==> config.mk <==
export PLATFORM = sky130hd
export DESIGN_NAME = gated_scan_ctrl
export DESIGN_NICKNAME = d
export VERILOG_FILES = /design/src/rtl/gscan_pkg.sv /design/src/rtl/gscan_table.sv /design/src/rtl/gscan_flags.sv /design/src/rtl/gscan_seq.sv /design/src/rtl/gated_scan_ctrl.sv
export SDC_FILE = /design/constraint.sdc
export NUM_CORES = 1
export LEC_CHECK = 0
export BUFFER_PORTS_ARGS = -buffer_cell sky130_fd_sc_hd__buf_2
export CORE_MARGIN = 2
export CORE_UTILIZATION = 30
export DETAILED_ROUTE_END_ITERATION = 8
export PLACE_DENSITY = 0.55
export REMOVE_ABC_BUFFERS = 1
export SLEW_MARGIN = 20
export SYNTH_ARGS = -nofsm -noshare
export SYNTH_HDL_FRONTEND = slang
export SYNTH_SLANG_ARGS = --single-unit
==> constraint.sdc <==
create_clock -name clk -period 3.7 [get_ports clk]
set_input_delay 0.37 -clock clk [delete_from_list [all_inputs] [get_ports clk]]
set_output_delay 0.37 -clock clk [all_outputs]
set_load 0.05 [all_outputs]
==> src/rtl/gscan_pkg.sv <==
package gscan_pkg;

  typedef enum logic [1:0] {
    ST_IDLE  = 2'd0,
    ST_WAIT  = 2'd1,
    ST_ISSUE = 2'd2,
    ST_BUSY  = 2'd3
  } scan_st_t;

  localparam int FLG_CF  = 0;
  localparam int FLG_TOR = 1;
  localparam int FLG_PF  = 2;
  localparam int FLG_N   = 3;

  // queue ends after the last slot, or when the following entry is the end marker
  function automatic logic queue_ends(int unsigned idx, int unsigned depth, logic next_is_marker);
    return (idx == depth - 1) || next_is_marker;
  endfunction

endpackage

==> src/rtl/gscan_table.sv <==
module gscan_table #(
  parameter int DEPTH = 16,
  parameter int CCW_W = 7,
  parameter int IDX_W = 4
) (
  input  logic             clk,
  input  logic             we,
  input  logic [IDX_W-1:0] waddr,
  input  logic [CCW_W-1:0] wdata,
  input  logic [IDX_W-1:0] raddr_cur,
  output logic [CCW_W-1:0] rdata_cur,
  input  logic [IDX_W-1:0] raddr_nxt,
  output logic [CCW_W-1:0] rdata_nxt
);

  logic [CCW_W-1:0] words [DEPTH];

  always_ff @(posedge clk) begin
    if (we) words[waddr] <= wdata;
  end

  assign rdata_cur = words[raddr_cur];
  assign rdata_nxt = words[raddr_nxt];

endmodule

==> src/rtl/gscan_flags.sv <==
module gscan_flags
  import gscan_pkg::*;
(
  input  logic             clk,
  input  logic             rst_n,
  input  logic             complete_ev,
  input  logic             incomplete_ev,
  input  logic [FLG_N-1:0] clr,
  output logic             cf,
  output logic             tor,
  output logic             pf
);

  logic set_cf, set_tor;

  assign set_cf  = complete_ev && !cf;
  assign set_tor = complete_ev &&  cf;

  always_ff @(posedge clk) begin
    if (!rst_n) begin
      cf  <= 1'b0;
      tor <= 1'b0;
      pf  <= 1'b0;
    end else begin
      cf  <= (cf  && !clr[FLG_CF])  || set_cf;
      tor <= (tor && !clr[FLG_TOR]) || set_tor;
      pf  <= (pf  && !clr[FLG_PF])  || incomplete_ev;
    end
  end

endmodule

==> src/rtl/gscan_seq.sv <==
module gscan_seq
  import gscan_pkg::*;
#(
  parameter int DEPTH = 16,
  parameter int IDX_W = 4
) (
  input  logic             clk,
  input  logic             rst_n,
  input  logic             en,
  input  logic             gate,
  input  logic             conv_done,
  input  logic             next_is_marker,
  output logic [IDX_W-1:0] cur_idx,
  output logic [IDX_W-1:0] last_ptr,
  output logic             start_req,
  output logic             done_hit,
  output logic             complete_ev,
  output logic             stop_ev,
  output logic             incomplete_ev
);

  scan_st_t st;
  logic     at_end;

  assign at_end        = queue_ends(32'(cur_idx), DEPTH, next_is_marker);
  assign done_hit      = en && (st == ST_BUSY) && conv_done;
  assign complete_ev   = done_hit && at_end;
  assign stop_ev       = done_hit && !gate;
  assign incomplete_ev = stop_ev && !at_end;
  assign start_req     = en && (st == ST_ISSUE);

  always_ff @(posedge clk) begin
    if (!rst_n) begin
      st       <= ST_IDLE;
      cur_idx  <= '0;
      last_ptr <= '0;
    end else if (!en) begin
      st      <= ST_IDLE;
      cur_idx <= '0;
    end else begin
      unique case (st)
        ST_IDLE:  st <= ST_WAIT;
        ST_WAIT:  if (gate) st <= ST_ISSUE;
        ST_ISSUE: st <= ST_BUSY;
        ST_BUSY: begin
          if (conv_done) begin
            last_ptr <= cur_idx;
            if (!gate) begin
              st      <= ST_WAIT;
              cur_idx <= '0;
            end else begin
              st      <= ST_ISSUE;
              cur_idx <= at_end ? '0 : cur_idx + 1'b1;
            end
          end
        end
        default: st <= ST_IDLE;
      endcase
    end
  end

endmodule

==> src/rtl/gated_scan_ctrl.sv <==
module gated_scan_ctrl
  import gscan_pkg::*;
#(
  parameter int DEPTH  = 16,
  parameter int CH_W   = 6,
  parameter int DATA_W = 10,
  localparam int IDX_W = $clog2(DEPTH),
  localparam int CCW_W = CH_W + 1
) (
  input  logic              clk,
  input  logic              rst_n,
  input  logic              en,
  input  logic              gate,
  input  logic              tbl_we,
  input  logic [IDX_W-1:0]  tbl_addr,
  input  logic [CCW_W-1:0]  tbl_wdata,
  input  logic [FLG_N-1:0]  flag_clr,
  output logic              conv_start,
  output logic [CH_W-1:0]   conv_chan,
  input  logic              conv_done,
  input  logic [DATA_W-1:0] conv_data,
  output logic              sample_we,
  output logic [IDX_W-1:0]  sample_idx,
  output logic [DATA_W-1:0] sample_data,
  output logic              flag_cf,
  output logic              flag_tor,
  output logic              flag_pf,
  output logic [IDX_W-1:0]  last_ptr
);

  logic [IDX_W-1:0] cur_idx, nxt_idx;
  logic [CCW_W-1:0] cur_word, nxt_word;
  logic             next_is_marker;
  logic             done_hit, complete_ev, stop_ev, incomplete_ev;

  assign nxt_idx        = cur_idx + 1'b1;
  assign next_is_marker = (nxt_word[CH_W-1:0] == {CH_W{1'b1}});

  gscan_table #(.DEPTH(DEPTH), .CCW_W(CCW_W), .IDX_W(IDX_W)) u_table (
    .clk       (clk),
    .we        (tbl_we),
    .waddr     (tbl_addr),
    .wdata     (tbl_wdata),
    .raddr_cur (cur_idx),
    .rdata_cur (cur_word),
    .raddr_nxt (nxt_idx),
    .rdata_nxt (nxt_word)
  );

  gscan_seq #(.DEPTH(DEPTH), .IDX_W(IDX_W)) u_seq (
    .clk            (clk),
    .rst_n          (rst_n),
    .en             (en),
    .gate           (gate),
    .conv_done      (conv_done),
    .next_is_marker (next_is_marker),
    .cur_idx        (cur_idx),
    .last_ptr       (last_ptr),
    .start_req      (conv_start),
    .done_hit       (done_hit),
    .complete_ev    (complete_ev),
    .stop_ev        (stop_ev),
    .incomplete_ev  (incomplete_ev)
  );

  gscan_flags u_flags (
    .clk           (clk),
    .rst_n         (rst_n),
    .complete_ev   (complete_ev),
    .incomplete_ev (incomplete_ev),
    .clr           (flag_clr),
    .cf            (flag_cf),
    .tor           (flag_tor),
    .pf            (flag_pf)
  );

  assign conv_chan   = cur_word[CH_W-1:0];
  assign sample_we   = done_hit;
  assign sample_idx  = cur_idx;
  assign sample_data = conv_data;

endmodule

# ---- Word-level counts from Yosys, hierarchy flattened
# Memory sizes are Yosys's and may differ from the RTL's. A register that Yosys moved wholly into a read port is not among the register bits.
# Cells that the tools add are included.
dict set report word_totals {
  mem_count 1
  mem_bits_rw 112
  elab_cells 51
  out_inout_bits 29
  reg_bits 13
  inputBits 30
}
dict set report op_classes {
  reduce_logical 26
  muxes 10
  eq_ne 7
  n_addsub 1
}
# name depth word_bits rd rd_clocked_by_memory_dff wr line_no
set mem_list {}
lappend mem_list {u_table.words 16 7 2 1 1 gscan_table.sv:16} ;# logic [CCW_W-1:0] words [DEPTH];
# op count
set op_table {}
lappend op_table {{4-bit two-way mux} 4}
lappend op_table {{1-bit logical AND} 11}
lappend op_table {{2-bit case mux with 4 select lines} 1}
lappend op_table {{6-bit == test, second input constant} 1}
lappend op_table {{1-bit zero test} 6}
lappend op_table {{2-bit two-way mux} 3}
lappend op_table {{2-bit AND reduction} 3}
lappend op_table {{4-bit by 1-bit adder with 4-bit output, second input constant} 1}
lappend op_table {{2-bit == test, second input constant} 2}
lappend op_table {{4-bit == test, second input constant} 1}
lappend op_table {{1-bit logical OR} 4}
lappend op_table {{2-bit inequality test, second input constant} 2}
lappend op_table {{3-bit AND reduction} 1}
lappend op_table {{2-bit by 1-bit == test with 1-bit output, second input constant} 1}
lappend op_table {{2-bit zero test} 1}
lappend op_table {{1-bit two-way mux} 2}

# ---- Logic depth before layout (Yosys ltp)
# An unclocked memory read counts as a cell.
dict set report logic_depth {
  ltp_word 8
  ltp_mapped 9
  mapped_depth_nobuf 7
}

# ---- Cells and area by module
# From an unflattened synthesis, not the netlist that was laid out.
dict set report unflattened {
  cells_unflattened 339
  hier_area_um2 6012.0
}
# module area_each_um2 seq_area_each_um2 n_inst cells_per_inst
set modules_own_cells {}
lappend modules_own_cells {gscan_table 5277.6 3363.2 1 257}
lappend modules_own_cells {gscan_seq 475.5 200.2 1 53}
lappend modules_own_cells {gated_scan_ctrl 132.6 0.0 1 18}
lappend modules_own_cells {gscan_flags 126.4 60.1 1 11}

# ---- Worst setup path after synthesis
# No wires, ideal clock.
dict set report synth_path {
  kind {register -> register}
  from {register u_seq.cur_idx[1]}
  to {register (tool-made name)}
  path_slack_ns 1.341
  required_time_ns 3.579
  stages_incl_launch_ff 9
  period_less_slack_ns 2.359
  t_arrival_ns 2.238
  path_buffers 1
  setup_time_ns 0.121
  cell_sequence {dfxtp_1 > ha_1 > buf_6 > nand4b_1 > a22oi_2 > nand4_2 > a41oi_4 > nor2_2 > a32o_1}
}
# item line_no
set synth_rtl {}
lappend synth_rtl {{from (decl)} gscan_seq.sv:13} ;# output logic [IDX_W-1:0] cur_idx,
lappend synth_rtl {{from (signal assigned)} gscan_seq.sv:53} ;# cur_idx <= at_end ? '0 : cur_idx + 1'b1;

==> impl_results.md <==
* Commonest non-fill, non-tap cell in the layout: sky130_fd_sc_hd__edfxtp_1
* Asr flop ratio synth at 0%
* Wirelength, routed at ~11 mm
* Yosys warning total at 0
* Fraction of the mapped netlist area in simple logic gates at a little over a tenth
* Element type at the critical path end: primary output
* Hold bufs inserted after CTS at 0
* Total routing usage reported by global routing at approximately 14%
* Layout Area Growth over Synthesis at 17.5%
* Gate Count Post-Synth at ~300
* Setup repair after global routing missed its margin: no
* Synth Area per Inst at about 16 um2
* Area of the placeable core at 16500 um2
* Status: finished, final reports clean
* Number of setup buffers added after CTS at 0
* Maximum root-to-sink buffer count at 2
* Register area share after synthesis at between 60% and 70%
* Worst reg2reg startpoint: u_seq.cur_idx[0]
* Remaining number of nets flagged by the antenna check after routing at 0
* Count of max-cap constraint violations at 0
* Clock network latency to the later pin of the worst-skew pair at a little over 0.4 ns
* Share of cell area taken by muxes after synthesis at 14.9%
* Antenna diode instance count at 0
* Total vias in the final route at a little under 3k
* Clock tree from TritonCTS: yes
* Fmax at 342 MHz
* Worst Max-Slew Pin Slew at around 0.99 ns
* Final number of hold-violating endpoints at 0
* Width of the die at approximately 130 um
* Post-detailed-route DRC marker count at 0
* Flip-flop and latch count after synthesis at about 110
* Final number of max-transition violations at 0
* Number of failing setup endpoints in the final timing report at 0
* Layout Skew at 0.00677 ns
* Count of standard-cell rows at 47
* Combinational family with the most area after synthesis: multiplexers
* Input/output buffers at 37
* Layout Nets at between 300 and 400
* Worst reg2reg setup slack at 0.92 ns
* Arrival time of data at the critical path endpoint at 2.55 ns
* Cts bufs inserted at 17
* Floorplan die height at between 100 and 150 um
* Detailed-route wire length per cell at 19.9 um
* Commonest cells after routing, fill and taps aside: sky130_fd_sc_hd__edfxtp_1, sky130_fd_sc_hd__buf_2, sky130_fd_sc_hd__mux4_2, sky130_fd_sc_hd__nand2_1, sky130_fd_sc_hd__nor2_1
* Worst slew margin relative to its limit at approximately a third
* Element type at the critical path start: flip-flop
* Post-layout instance area at around 5900 um2
* IO Count at between 50 and 60
* Global-route congestion overflow total at 0
* Number of gates on the worst path with buffers counted at 4
* Count of TritonRoute iterations in the first routing pass at 4
* Starting utilization of the core area at a little under a third
* Area share of xor/xnor cells in the synthesized design at less than 1%
* Clock slew at the register clock pins of the worst setup and hold paths at roughly 0.06 ns
* Pin count of the biggest net entering global routing at 25
* Total leakage power at ~0.0019 uW
* # clock sinks at between 100 and 150
* Post-DP HPWL at roughly 8.1 mm
* Largest driver fanout on the critical path at 24
* Number of antenna violations at the first check in global routing at 0
* IR drop worst, VDD at between 0.3 and 0.4 mV
* Count of cells along the worst register-to-register path at 8
* Post-detailed-route via-to-cell ratio at around 5.0
* Adder and majority gate portion of the synthesized area at less than 1%
* Ratio of cells with drive above 1 in the final layout at 31.7%
* Final critical-path share of the clock period at between 70 and 80%
* Number of DRC markers after the initial detailed-route iteration at roughly 260
* Maximum single-stage delay on the critical path at 0.66 ns
* Die area at 17800 um2
* Tightest hold margin at between 0.1 and 0.15 ns
* Resize count post-CTS at 0
* Worst setup path category: flip-flop to primary output
* Synth Flop Type: sky130_fd_sc_hd__edfxtp_1
* Crit-path leading delay family: multiplexers
* Root buf cell: sky130_fd_sc_hd__clkbuf_16
* RR Endpoint: u_seq.cur_idx[1]
* Min-Delay Path Class: primary input to flip-flop
* CP bufs+invs at 2
* Slowest CP cell: sky130_fd_sc_hd__mux4_1
* CP Cell Sequence: buf_4 -> mux4_1 -> mux4_2 -> buf_2
* Post-synthesis instance area at between 5000 and 6000 um2
* Vias in the first global route at 3036
* Placed Instance Area at 5320 um2
* Total negative slack at 0 ns
* Compound-cell area share of the yosys netlist at between 5 and 6%
* Number of unique standard cell types used by synthesis at 57
* Placer congestion estimate at 0.840
* Worst setup path end: conv_chan[0]
* Min Clock Period, post-route at ~2.9 ns
* Total number of H-tree levels at 4
* Global-route wire length before repair at about 18 mm
* Power density over the cells at ~520 nW/um2
* Worst EP required at between 3 and 4 ns
* Number of synthesized flops with an enable pin at 96
flip-flops by register name (all words and copies together) (netlist names), named ones only:
| name | flops |
|---|---|
| u_seq.last_ptr | 4 |
| u_table.words | 96 |
| u_seq.cur_idx | 4 |
| u_flags.pf | 1 |
| u_seq.st | 2 |
| u_flags.tor | 1 |
| u_flags.cf | 1 |
cell families (layout without fill, tap and decap cells):
| logic type | count (synthesis) | after routing |
|---|---|---|
| DFF | 113 | 113 |
| xor gates and xnor gates | 3 | 3 |
| adders and majority gates | 1 | 1 |
| buffers and inverters | 25 | 75 |
| and+or+nand+nor | 98 | 98 |
| muxes | 35 | 35 |
| AOI/OAI and AO/OA | 31 | 31 |
layer usage:
layer  wire length (um)  global-route usage [%]  vias up
met2               5460                    21.1      114
li1                   -                       -     1315
met4                124                    5.32        0
met1               4990                    17.5     1460
met5                  0                       0        -
met3                868                    4.68        8
per-stage QoR:
| step | utilization, % | power, uW | setup WS (ns) | std cells |
|---|---|---|---|---|
| after floorplan | - | 1470 | 0.953 | 283 |
| after global placement | 32.3 | 1510 | 0.987 | 544 |
| after detailed placement | 32.3 | 1520 | 0.910 | 544 |
| after CTS | 35.8 | 3080 | 0.719 | 576 |
| after global routing | 35.8 | 3150 | 0.649 | 576 |
| final | 35.8 | 3050 | 0.776 | 576 |
where the power goes:
group | switching (uW) | internal (uW)
clock network | 616 | 944
registers | 11.8 | 1400
logic | 50.6 | 22.0
final cells by class:
class                   instances  area (um2)
repair buffers                 41         215
flip-flops and latches        113        3220
multi-input cells             168        1600
clock inverters                15         151
clock buffers                  17         425
fillers                      1593       10600
inverters                       2        7.51
well taps                     220         275
worst min path at each step:
stage | startpoint | end | slack, ns | cells past startpoint
after floorplan | flag_clr[2] | u_flags.pf | 0.46 | 1
after global placement | u_seq.last_ptr[3] | u_seq.last_ptr[3] | 0.45 | 2
after detailed placement | u_seq.last_ptr[3] | u_seq.last_ptr[3] | 0.46 | 2
after CTS | flag_clr[2] | u_flags.pf | 0.12 | 2
after global routing | flag_clr[2] | u_flags.pf | 0.13 | 2
final | flag_clr[2] | u_flags.pf | 0.14 | 2
synthesized netlist by cell type (all sizes together) (2+ instances only):
cell / instances / share of area, %
dfxtp: 17 / 6.8
mux2i: 4 / 0.80
xor2: 2 / 0.50
o221ai: 2 / 0.35
a21boi: 4 / 0.60
a41oi: 2 / 0.72
and3: 2 / 0.30
nand4: 15 / 2.3
nand3: 13 / 1.4
buf: 18 / 3.1
mux4: 30 / 14
edfxtp: 96 / 57
a22oi: 2 / 0.40
nand3b: 5 / 0.75
nand4b: 3 / 0.52
a31oi: 3 / 0.50
nor3: 7 / 0.70
o21ai: 5 / 0.50
clkbuf: 5 / 0.57
nand2b: 5 / 0.62
nand2: 22 / 1.6
nor2: 21 / 1.6
a21o: 2 / 0.30
No activity file was read; power rests on OpenSTA's default activity.
